`src/rtl/a429_rpt_pkg.sv`:
```
package a429_rpt_pkg;
   // Control register image; bit positions follow ctrl_din.
   typedef struct packed {
      logic par_en;   // bit 1
      logic rpt_en;   // bit 0
   } ctrl_t;

   typedef enum logic {
      HALF_LO = 1'b0,
      HALF_HI = 1'b1
   } half_e;
endpackage

```
`src/rtl/a429_fall_strobe.sv`:
```
// Single-cycle strobe on the first sampled low cycle of an active-low level.
module a429_fall_strobe (
   input  logic clk,
   input  logic por_n,
   input  logic lvl_n,
   output logic strobe
);
   logic lvl_q;

   always_ff @(posedge clk or negedge por_n) begin
      if (!por_n) lvl_q <= 1'b1;
      else        lvl_q <= lvl_n;
   end

   assign strobe = lvl_q & ~lvl_n;
endmodule

```
`src/rtl/a429_rx_hold.sv`:
```
// Holds one received word, tracks which halves were read, drives the bus.
module a429_rx_hold #(
   parameter int unsigned WORD_W = 32,
   parameter int unsigned BUS_W  = 16
) (
   input  logic              clk,
   input  logic              por_n,
   input  logic              mrst_n,
   input  logic              rx_valid,
   input  logic [WORD_W-1:0] rx_word,
   output logic              rx_ready,
   input  logic              rd_stb,
   input  logic              rd_en_n,
   input  logic              half_sel,
   output logic [BUS_W-1:0]  host_dout,
   output logic              held,
   output logic              rd_ok,
   output logic              word_load,
   output logic [WORD_W-1:0] hold_word
);
   import a429_rpt_pkg::*;

   logic got_lo, got_hi;
   logic nxt_lo, nxt_hi;

   assign rx_ready  = ~held & mrst_n;
   assign word_load = rx_valid & rx_ready;
   assign rd_ok     = rd_stb & held;
   assign nxt_lo    = got_lo | (half_sel == HALF_LO);
   assign nxt_hi    = got_hi | (half_sel == HALF_HI);

   always_ff @(posedge clk or negedge por_n) begin
      if (!por_n) begin
         held      <= 1'b0;
         got_lo    <= 1'b0;
         got_hi    <= 1'b0;
         hold_word <= '0;
      end else if (!mrst_n) begin
         held   <= 1'b0;
         got_lo <= 1'b0;
         got_hi <= 1'b0;
      end else if (word_load) begin
         hold_word <= rx_word;
         held      <= 1'b1;
         got_lo    <= 1'b0;
         got_hi    <= 1'b0;
      end else if (rd_ok) begin
         if (nxt_lo && nxt_hi) begin
            held   <= 1'b0;
            got_lo <= 1'b0;
            got_hi <= 1'b0;
         end else begin
            got_lo <= nxt_lo;
            got_hi <= nxt_hi;
         end
      end
   end

   always_comb begin
      if (rd_en_n)                 host_dout = '0;
      else if (half_sel == HALF_HI) host_dout = hold_word[WORD_W-1:BUS_W];
      else                         host_dout = hold_word[BUS_W-1:0];
   end
endmodule

```
`src/rtl/a429_repeat_seq.sv`:
```
// Repeater sequencing: stages the lower half, assembles and fills parity.
module a429_repeat_seq #(
   parameter int unsigned WORD_W  = 32,
   parameter int unsigned BUS_W   = 16,
   parameter bit          ODD_PAR = 1'b1
) (
   input  logic              clk,
   input  logic              por_n,
   input  logic              mrst_n,
   input  logic              rpt_en,
   input  logic              par_en,
   input  logic              rd_ok,
   input  logic              half_sel,
   input  logic              word_load,
   input  logic [WORD_W-1:0] hold_word,
   output logic              push,
   output logic [WORD_W-1:0] push_word,
   output logic              seq_err
);
   import a429_rpt_pkg::*;

   logic [BUS_W-1:0]  stage_lo;
   logic              stage_vld;
   logic [WORD_W-1:0] raw_word;
   logic              par_bit;
   logic              rd_lo, rd_hi;

   assign rd_lo = rd_ok & rpt_en & (half_sel == HALF_LO);
   assign rd_hi = rd_ok & rpt_en & (half_sel == HALF_HI);
   assign push  = rd_hi & stage_vld;

   always_ff @(posedge clk or negedge por_n) begin
      if (!por_n) begin
         stage_lo  <= '0;
         stage_vld <= 1'b0;
         seq_err   <= 1'b0;
      end else if (!mrst_n) begin
         stage_vld <= 1'b0;
         seq_err   <= 1'b0;
      end else begin
         if (word_load) begin
            stage_vld <= 1'b0;
         end else if (rd_lo) begin
            stage_lo  <= hold_word[BUS_W-1:0];
            stage_vld <= 1'b1;
         end else if (rd_hi) begin
            stage_vld <= 1'b0;
         end
         if (rd_hi && !stage_vld) seq_err <= 1'b1;
      end
   end

   assign raw_word = {hold_word[WORD_W-1:BUS_W], stage_lo};

   generate
      if (ODD_PAR) begin : g_odd
         assign par_bit = ~(^raw_word[WORD_W-2:0]);
      end else begin : g_even
         assign par_bit = ^raw_word[WORD_W-2:0];
      end
   endgenerate

   assign push_word = par_en ? {par_bit, raw_word[WORD_W-2:0]} : raw_word;
endmodule

```
`src/rtl/a429_tx_fifo.sv`:
```
// Word FIFO toward the transmitter with drop-on-full and sticky overflow.
module a429_tx_fifo #(
   parameter int unsigned WORD_W = 32,
   parameter int unsigned DEPTH  = 8,
   localparam int unsigned PTR_W = (DEPTH > 1) ? $clog2(DEPTH) : 1,
   localparam int unsigned CNT_W = $clog2(DEPTH + 1)
) (
   input  logic              clk,
   input  logic              por_n,
   input  logic              mrst_n,
   input  logic              push,
   input  logic [WORD_W-1:0] push_data,
   input  logic              pop,
   output logic [WORD_W-1:0] head,
   output logic              empty,
   output logic              full,
   output logic [CNT_W-1:0]  level,
   output logic              ovf
);
   logic [WORD_W-1:0] mem [DEPTH];
   logic [PTR_W-1:0]  wr_ptr, rd_ptr, wr_nxt, rd_nxt;
   logic              do_push, do_pop;

   generate
      if ((DEPTH & (DEPTH - 1)) == 0) begin : g_pow2
         assign wr_nxt = wr_ptr + 1'b1;
         assign rd_nxt = rd_ptr + 1'b1;
      end else begin : g_wrap
         assign wr_nxt = (wr_ptr == PTR_W'(DEPTH - 1)) ? '0 : wr_ptr + 1'b1;
         assign rd_nxt = (rd_ptr == PTR_W'(DEPTH - 1)) ? '0 : rd_ptr + 1'b1;
      end
   endgenerate

   assign empty   = (level == '0);
   assign full    = (level == CNT_W'(DEPTH));
   assign do_push = push & ~full;
   assign do_pop  = pop & ~empty;
   assign head    = mem[rd_ptr];

   always_ff @(posedge clk or negedge por_n) begin
      if (!por_n) begin
         wr_ptr <= '0;
         rd_ptr <= '0;
         level  <= '0;
         ovf    <= 1'b0;
      end else if (!mrst_n) begin
         wr_ptr <= '0;
         rd_ptr <= '0;
         level  <= '0;
         ovf    <= 1'b0;
      end else begin
         if (do_push) wr_ptr <= wr_nxt;
         if (do_pop)  rd_ptr <= rd_nxt;
         case ({do_push, do_pop})
            2'b10:   level <= level + 1'b1;
            2'b01:   level <= level - 1'b1;
            default: level <= level;
         endcase
         if (push && full) ovf <= 1'b1;
      end
   end

   always_ff @(posedge clk) begin
      if (do_push) mem[wr_ptr] <= push_data;
   end
endmodule

```
`src/rtl/a429_repeat_if.sv`:
```
// Top: received-word host reader with repeater path into the transmit FIFO.
module a429_repeat_if #(
   parameter int unsigned WORD_W   = 32,
   parameter int unsigned BUS_W    = 16,
   parameter int unsigned TX_DEPTH = 8,
   parameter bit          ODD_PAR  = 1'b1
) (
   input  logic                            clk,
   input  logic                            por_n,
   input  logic                            mrst_n,
   input  logic                            rx_valid,
   input  logic [WORD_W-1:0]               rx_word,
   output logic                            rx_ready,
   output logic                            dready_n,
   input  logic                            half_sel,
   input  logic                            rd_en_n,
   output logic [BUS_W-1:0]                host_dout,
   input  logic                            cw_wr_n,
   input  logic [1:0]                      ctrl_din,
   output logic                            ctrl_rpt,
   output logic                            ctrl_par,
   input  logic                            tx_pop,
   output logic [WORD_W-1:0]               tx_head,
   output logic                            tx_empty,
   output logic                            tx_full,
   output logic [$clog2(TX_DEPTH+1)-1:0]   tx_level,
   output logic                            seq_err,
   output logic                            tx_ovf
);
   import a429_rpt_pkg::*;

   generate
      if (WORD_W != 2 * BUS_W) begin : g_bad_width
         $error("WORD_W must be twice BUS_W");
      end
      if (TX_DEPTH < 2) begin : g_bad_depth
         $error("TX_DEPTH must be at least 2");
      end
   endgenerate

   ctrl_t             ctrl_q;
   logic              rd_stb, cw_stb;
   logic              held, rd_ok, word_load, push;
   logic [WORD_W-1:0] hold_word, push_word;

   a429_fall_strobe u_rd_edge (
      .clk    (clk),
      .por_n  (por_n),
      .lvl_n  (rd_en_n),
      .strobe (rd_stb)
   );

   a429_fall_strobe u_cw_edge (
      .clk    (clk),
      .por_n  (por_n),
      .lvl_n  (cw_wr_n),
      .strobe (cw_stb)
   );

   // Control register: only power-on reset clears it.
   always_ff @(posedge clk or negedge por_n) begin
      if (!por_n)      ctrl_q <= '0;
      else if (cw_stb) ctrl_q <= ctrl_din;
   end

   assign ctrl_rpt = ctrl_q.rpt_en;
   assign ctrl_par = ctrl_q.par_en;

   a429_rx_hold #(.WORD_W(WORD_W), .BUS_W(BUS_W)) u_hold (
      .clk       (clk),
      .por_n     (por_n),
      .mrst_n    (mrst_n),
      .rx_valid  (rx_valid),
      .rx_word   (rx_word),
      .rx_ready  (rx_ready),
      .rd_stb    (rd_stb),
      .rd_en_n   (rd_en_n),
      .half_sel  (half_sel),
      .host_dout (host_dout),
      .held      (held),
      .rd_ok     (rd_ok),
      .word_load (word_load),
      .hold_word (hold_word)
   );

   assign dready_n = ~held;

   a429_repeat_seq #(.WORD_W(WORD_W), .BUS_W(BUS_W), .ODD_PAR(ODD_PAR)) u_seq (
      .clk       (clk),
      .por_n     (por_n),
      .mrst_n    (mrst_n),
      .rpt_en    (ctrl_q.rpt_en),
      .par_en    (ctrl_q.par_en),
      .rd_ok     (rd_ok),
      .half_sel  (half_sel),
      .word_load (word_load),
      .hold_word (hold_word),
      .push      (push),
      .push_word (push_word),
      .seq_err   (seq_err)
   );

   a429_tx_fifo #(.WORD_W(WORD_W), .DEPTH(TX_DEPTH)) u_fifo (
      .clk       (clk),
      .por_n     (por_n),
      .mrst_n    (mrst_n),
      .push      (push),
      .push_data (push_word),
      .pop       (tx_pop),
      .head      (tx_head),
      .empty     (tx_empty),
      .full      (tx_full),
      .level     (tx_level),
      .ovf       (tx_ovf)
   );
endmodule

```
`config.mk`:
```
export PLATFORM = sky130hd
export DESIGN_NAME = a429_repeat_if
export DESIGN_NICKNAME = d
export VERILOG_FILES = /design/src/rtl/a429_rpt_pkg.sv /design/src/rtl/a429_fall_strobe.sv /design/src/rtl/a429_rx_hold.sv /design/src/rtl/a429_repeat_seq.sv /design/src/rtl/a429_tx_fifo.sv /design/src/rtl/a429_repeat_if.sv
export SDC_FILE = /design/constraint.sdc
export NUM_CORES = 1
export LEC_CHECK = 0
export CAP_MARGIN = 20
export CORE_ASPECT_RATIO = 0.5
export CORE_UTILIZATION = 30
export CTS_CLUSTER_SIZE = 30
export DETAILED_ROUTE_END_ITERATION = 8
export DONT_BUFFER_PORTS = 1
export PLACE_DENSITY = 0.48
export RECOVER_POWER = 50
export SLEW_MARGIN = 20
export SYNTH_ARGS = -nofsm -noshare
export SYNTH_HDL_FRONTEND = slang
export SYNTH_HIERARCHICAL = 1
export SYNTH_SLANG_ARGS = --single-unit
```
`constraint.sdc`:
```
create_clock -name clk -period 6.9 [get_ports clk]
set_input_delay 0.69 -clock clk [delete_from_list [all_inputs] [get_ports clk]]
set_output_delay 0.69 -clock clk [all_outputs]
set_load 0.05 [all_outputs]
```
# [Word-level counts from Yosys, hierarchy flattened]
# Memories as Yosys holds them, arrays and structs flattened.
# Cells that the tools add are included.
[op_classes] n_addsub=4 eq_ne=11 n_mux=31 bitwise_logic=21 reduce_logical=9
[ops] operator="2-to-1 mux 16 bit" n=2
[ops] operator="2-to-1 mux 32 bit" n=1
[ops] operator="parity 31 bit" n=1
[ops] operator="2-to-1 mux 1 bit" n=22
[ops] operator="2-to-1 mux 3 bit" n=4
[ops] operator="bitwise AND 1 bit" n=11
[ops] operator="!= test 3 x 1 -> 1 bit (second input constant)" n=3
[ops] operator="!= test 2 x 1 -> 1 bit (second input constant)" n=4
[ops] operator="NOT 1 bit" n=8
[ops] operator="case mux 4 bit (2 select lines)" n=1
[ops] operator="adder 3 x 1 -> 3 bit (second input constant)" n=2
[ops] operator="adder 4 x 1 -> 4 bit (second input constant)" n=1
[ops] operator="== test 4 bit (second input constant)" n=1
[ops] operator="zero test 4 bit" n=1
[ops] operator="2-to-1 mux 4 bit" n=1
[ops] operator="!= test 4 x 1 -> 1 bit (second input constant)" n=1
[ops] operator="AND reduction 2 bit" n=2
[ops] operator="subtractor 4 x 1 -> 4 bit (second input constant)" n=1
[ops] operator="logical AND 1 bit" n=3
[ops] operator="AND reduction 3 bit" n=1
[ops] operator="== test 2 x 1 -> 1 bit (second input constant)" n=1
[ops] operator="== test 2 bit (second input constant)" n=1
[ops] operator="OR 1 bit" n=2
[ops] operator="zero test 1 bit" n=1
[totals] regBits=68 mem_bits_rw=256 elab_cells=92 mem_count=1
[mem_list] memory="u_fifo.mem" depth=8 width=32 rd=1 rd_clocked_by_memory_dff=0 write_ports=1 line="a429_tx_fifo.sv:20" source="logic [WORD_W-1:0] mem [DEPTH];"

# [Logic depth before layout (Yosys ltp)]
[depth] ltp_word=10 mapped_depth=10 depth_no_buf=9

# [By module]
# Netlist, hierarchy kept.
[by_module_without_submodules] module="a429_tx_fifo" n_inst=1 cells_each=449 area_per_inst_um2=10339.9
[by_module_without_submodules] module="a429_rx_hold" n_inst=1 cells_each=122 area_per_inst_um2=1760.4
[by_module_without_submodules] module="a429_repeat_seq" n_inst=1 cells_each=87 area_per_inst_um2=1111.1
[by_module_without_submodules] module="a429_fall_strobe" n_inst=2 cells_each=2 area_per_inst_um2=40.0
[by_module_without_submodules] module="a429_repeat_if" n_inst=1 cells_each=5 area_per_inst_um2=76.3

# [Least setup slack after synthesis]
# OpenSTA, ideal clock, no wires.
[synth_timing] path_kind="input-to-reg" from="input rd_en_n" to="memory u_fifo.mem[0][0], enable pin" setup_time_ps=501 arrival_ps=4713 t_required_ps=6399 slack_ps=1686 cell_stages=6 path_buffers=1 cell_sequence="nor2b_4 -> and2_1 -> and4_1 -> clkbuf_1 -> nand2_1 -> nor4_1"
[synth_via] elab_chain_len=9
[synth_rtl] element="start, declared" line="a429_repeat_if.sv:16" source="input logic rd_en_n,"
[synth_rtl] element="NOT 1 bit" line="a429_fall_strobe.sv:15" source="assign strobe = lvl_q & ~lvl_n;"
[synth_rtl] element="bitwise AND 1 bit" line="a429_fall_strobe.sv:15"
[synth_rtl] element="bitwise AND 1 bit" line="a429_rx_hold.sv:28" source="assign rd_ok = rd_stb & held;"
[synth_rtl] element="net rd_ok" line="a429_repeat_if.sv:43" source="logic held, rd_ok, word_load, push;"
[synth_rtl] element="bitwise AND 1 bit (2 in a row)" line="a429_repeat_seq.sv:29" source="assign rd_hi = rd_ok & rpt_en & (half_sel == HALF_HI);"
[synth_rtl] element="bitwise AND 1 bit" line="a429_repeat_seq.sv:30" source="assign push = rd_hi & stage_vld;"
[synth_rtl] element="net push" line="a429_repeat_if.sv:43"
[synth_rtl] element="bitwise AND 1 bit" line="a429_tx_fifo.sv:36" source="assign do_push = push & ~full;"
[synth_rtl] element="2-to-1 mux 1 bit" line="a429_tx_fifo.sv:64" source="if (do_push) mem[wr_ptr] <= push_data;"
[synth_rtl] element="2-to-1 mux 1 bit (implied by the code)" line="a429_tx_fifo.sv:64"
[synth_rtl] element="end, declared" line="a429_tx_fifo.sv:20"
# The timed path passes the listed nets, and every way through them passes these cells.

==> metrics <==
synthesized area per cell=around 20 um2; Buf+Inv Stages, Crit Path=1; width of the die=301 um; clock buffer depth=3; final setup violation count=0; max-slew violations=~100; # Max-Cap Violations=2; first-pass GRT wire length=44,500 um; CP max-delay cell=clkbuf_1; worst path arrival time=between 3 and 4 ns; final period demand of the worst path=approximately 4.5 ns; Seq pwr share=a little over half; uppermost layer routed=met4; Post-Syn Nets=between 700 and 800; met3 WL=1270 um; Mapped Cells=around 670; critical path's top delay family=buffers and inverters; Internal=approximately 0.0035 W; detailed placer's ending HPWL=around 17,000 um; Max stage delay on crit path=2.84 ns; Top FF cell, synth=edfxtp_1; Worst Tran Pin Value=approximately 4.1 ns; worst-skew pair later-pin latency=between 0.5 and 0.6 ns; Layout Utilization=34.1%; DRT antenna net count=0; failing checks=max-capacitance violations, max-slew violations; clock network fraction of total power=between 30 and 40%; vias=about 6,100; Post-CTS Hold Fix Bufs=1; commonest non-fill, non-tap cell in the layout=edfxtp_1; Gates resized, CTS repair=0; Initial Util=slightly above 30%; RSZ-0062 raised after global routing=false; cell depth of the worst setup path=1; Final Hold Viols=0; Synth cell types=between 50 and 60; WL/cell=around 24 um; combinational share of power=under 10%; DR DRC count=0; Setup CP Type=in -> async; final std cells w/o fill=around 1,300; Rows=between 50 and 60; initial antenna violation count=1; Die Ht=151 um; Seq cells post-synth=roughly 320; largest net degree at the start of global routing=68; share of cells above drive strength 1=a little over a quarter; CTS buffer count=34; drt pass-1 iters=4; maximum clock rate=about 0.22 GHz; Final Skew=0.0201 ns; Worst Reg-to-Reg Cells=6; Setup Buffers After CTS=0; worst hold slack=about 0.18 ns; total power=~0.0046 W; Clock transition at path regs=~0.06 ns; Syn. warnings=6; Total GRT Usage=between 10 and 15%; nets@finish=around 720; Worst Hold Depth=0; DR WL met2=15,500 um; status=finished with violations; port bufs=0; Root Driver=clkbuf_16; CP Launch Type=primary input; CP Max Fanout=67; P per Cell Area=between 300 and 400 mW/mm2; Slew HR=-175%; Peak VDD IR=between 0.0001 and 0.00015 V; Psw=0.00111 W; Ports=approximately 100; GP Congestion=0.705; die area=between 0.04 and 0.05 mm2; DRT met1 WL=approximately 13,000 um; CTS tree=built; clock sink count=324; maximum level of the CTS H-tree=2; commonest cells after routing, fill and taps aside=256 x edfxtp_1, 64 x mux4_2, 63 x dfrtp_1, 43 x mux2_1, 39 x mux2_2; Iter 0 DRT Violations=345; cell area after synthesis=0.0134 mm2; number of global-route vias before repair=~6,600; Leak Pwr=roughly 5 nW; Post-Place Cells=~1,200; sequential fraction of the synthesis area=about 70%; Vias/cell=~4.7; core area=approximately 0.044 mm2; Hold Crit Class=in -> reg; Sw Ratio=between 20% and 30%; grt ovf=0; # fillers=about 4,100; Req. time, crit path=between 5 and 6 ns; Tcrit/Tclk final=65.9%; Post-synth EDFFs=between 200 and 300; Area growth, synth to finish=11.6%; crit path cell chain=clkbuf_1; Final Routed Wirelength=30,500 um; TNS Setup=0 ns; ys async rst share=between 20% and 30%; crit path capture type=async pin
## worst register-to-register path, stage by stage, from the launching register on
cell and delay, ns:
dfrtp_1 0.48, and3b_2 0.26, clkbuf_1 1.77, nand2b_1 0.31
nor3_2 0.05, buf_4 0.22, mux2_1 0.36
## power by group through the flow
stage	Sequential (W)	Clock (W)	Combinational, W
2_1_floorplan	0.00238	0	0.000399
3_3_place_gp	0.00247	0	0.000407
3_5_place_dp	0.00248	0	0.000413
4_1_cts	0.00244	0.00182	0.000424
5_1_grt	0.00245	0.00190	0.000425
6_report	0.00243	0.00178	0.000390
## synth_stat cells (all sizes together) (3+ instances only)
| cell | count | share of area (%) |
|---|---|---|
| xor2 | 3 | 0.20 |
| ha | 4 | 0.37 |
| xnor2 | 24 | 1.7 |
| nand2b | 5 | 0.23 |
| nor2 | 23 | 0.65 |
| mux2i | 20 | 1.5 |
| a21boi | 3 | 0.17 |
| nor3 | 5 | 0.22 |
| a21oi | 5 | 0.19 |
| xnor3 | 4 | 0.67 |
| edfxtp | 256 | 58 |
| nor2b | 3 | 0.25 |
| mux4 | 64 | 11 |
| nand2 | 12 | 0.34 |
| dfrtp | 66 | 12 |
| clkbuf | 13 | 0.37 |
| nand3 | 5 | 0.19 |
| buf | 33 | 2.0 |
| inv | 5 | 0.14 |
| mux2 | 83 | 7.8 |
| and2 | 6 | 0.30 |
## state kept, by name, summed over array words and instances (netlist names)
register and cells:
u_fifo/mem 256, u_hold/hold_word 32, u_seq/stage_lo 16, u_fifo/level 4
u_fifo/rd_ptr 3, u_fifo/wr_ptr 3, ctrl_par 1, ctrl_rpt 1
u_cw_edge/lvl_q 1, u_fifo/ovf 1, u_hold/got_hi 1, u_hold/got_lo 1
u_hold/held 1, u_rd_edge/lvl_q 1, u_seq/seq_err 1, u_seq/stage_vld 1
## cells by family (layout without fill, tap and decap cells)
group | after synthesis | in the layout | synth area share [%]
compound gates | 19 | 19 | 1.35
simple gates | 71 | 71 | 2.95
other cells | 0 | 2 | 0
fa+ha+maj | 4 | 4 | 0.374
buf+inv | 51 | 82 | 2.46
xor+xnor | 31 | 31 | 2.56
mux | 167 | 167 | 20.1
flops | 324 | 324 | 70.3
## worst paths after layout
check                                                  to                             from  slack, ns
setup / recovery             u_fifo/rd_ptr[0]$_DFFE_PN0P_                            por_n       2.35
hold / removal                  u_cw_edge/lvl_q$_DFF_PN1_                          cw_wr_n       0.18
setup reg to reg           u_seq/stage_lo[13]$_DFFE_PN0P_          u_hold/held$_DFFE_PN0P_       3.34
hold reg to reg             u_seq/stage_lo[8]$_DFFE_PN0P_  u_hold/hold_word[8]$_DFFE_PN0P_       0.52
max in group clk                               tx_head[2]     u_fifo/rd_ptr[0]$_DFFE_PN0P_       3.05
min in group asynchronous       u_rd_edge/lvl_q$_DFF_PN1_                            por_n       0.64
## layout make-up
cell class | instances | area (um2) | area share, %
antenna | 2 | 5.00 | 0.0336
clock buffer | 49 | 958 | 6.43
clock inverter | 13 | 129 | 0.864
inverter | 5 | 18.8 | 0.126
multi-input combinational | 292 | 3560 | 23.9
sequential | 324 | 9400 | 63.0
tap | 588 | 736 | 4.93
timing repair buffer | 15 | 108 | 0.721
## through the flow
| step | cell area (um2) | setup slack (ns) |
|---|---|---|
| finish | 14900 | 2.35 |
| global route | 14900 | 1.49 |
| CTS | 15100 | 2.90 |
| detailed placement | 13900 | 3.46 |
| global placement | 13900 | 3.50 |
| floorplan | 13400 | 1.69 |
## layer usage
metal  vias to the layer above  global-route usage [%]
met4                         0                    3.70
met3                        45                    2.78
li1                       2638                       -
met5                         -                       0
met2                        99                    23.9
met1                      3273                    17.2
No activity file was read; power rests on OpenSTA's default activity.
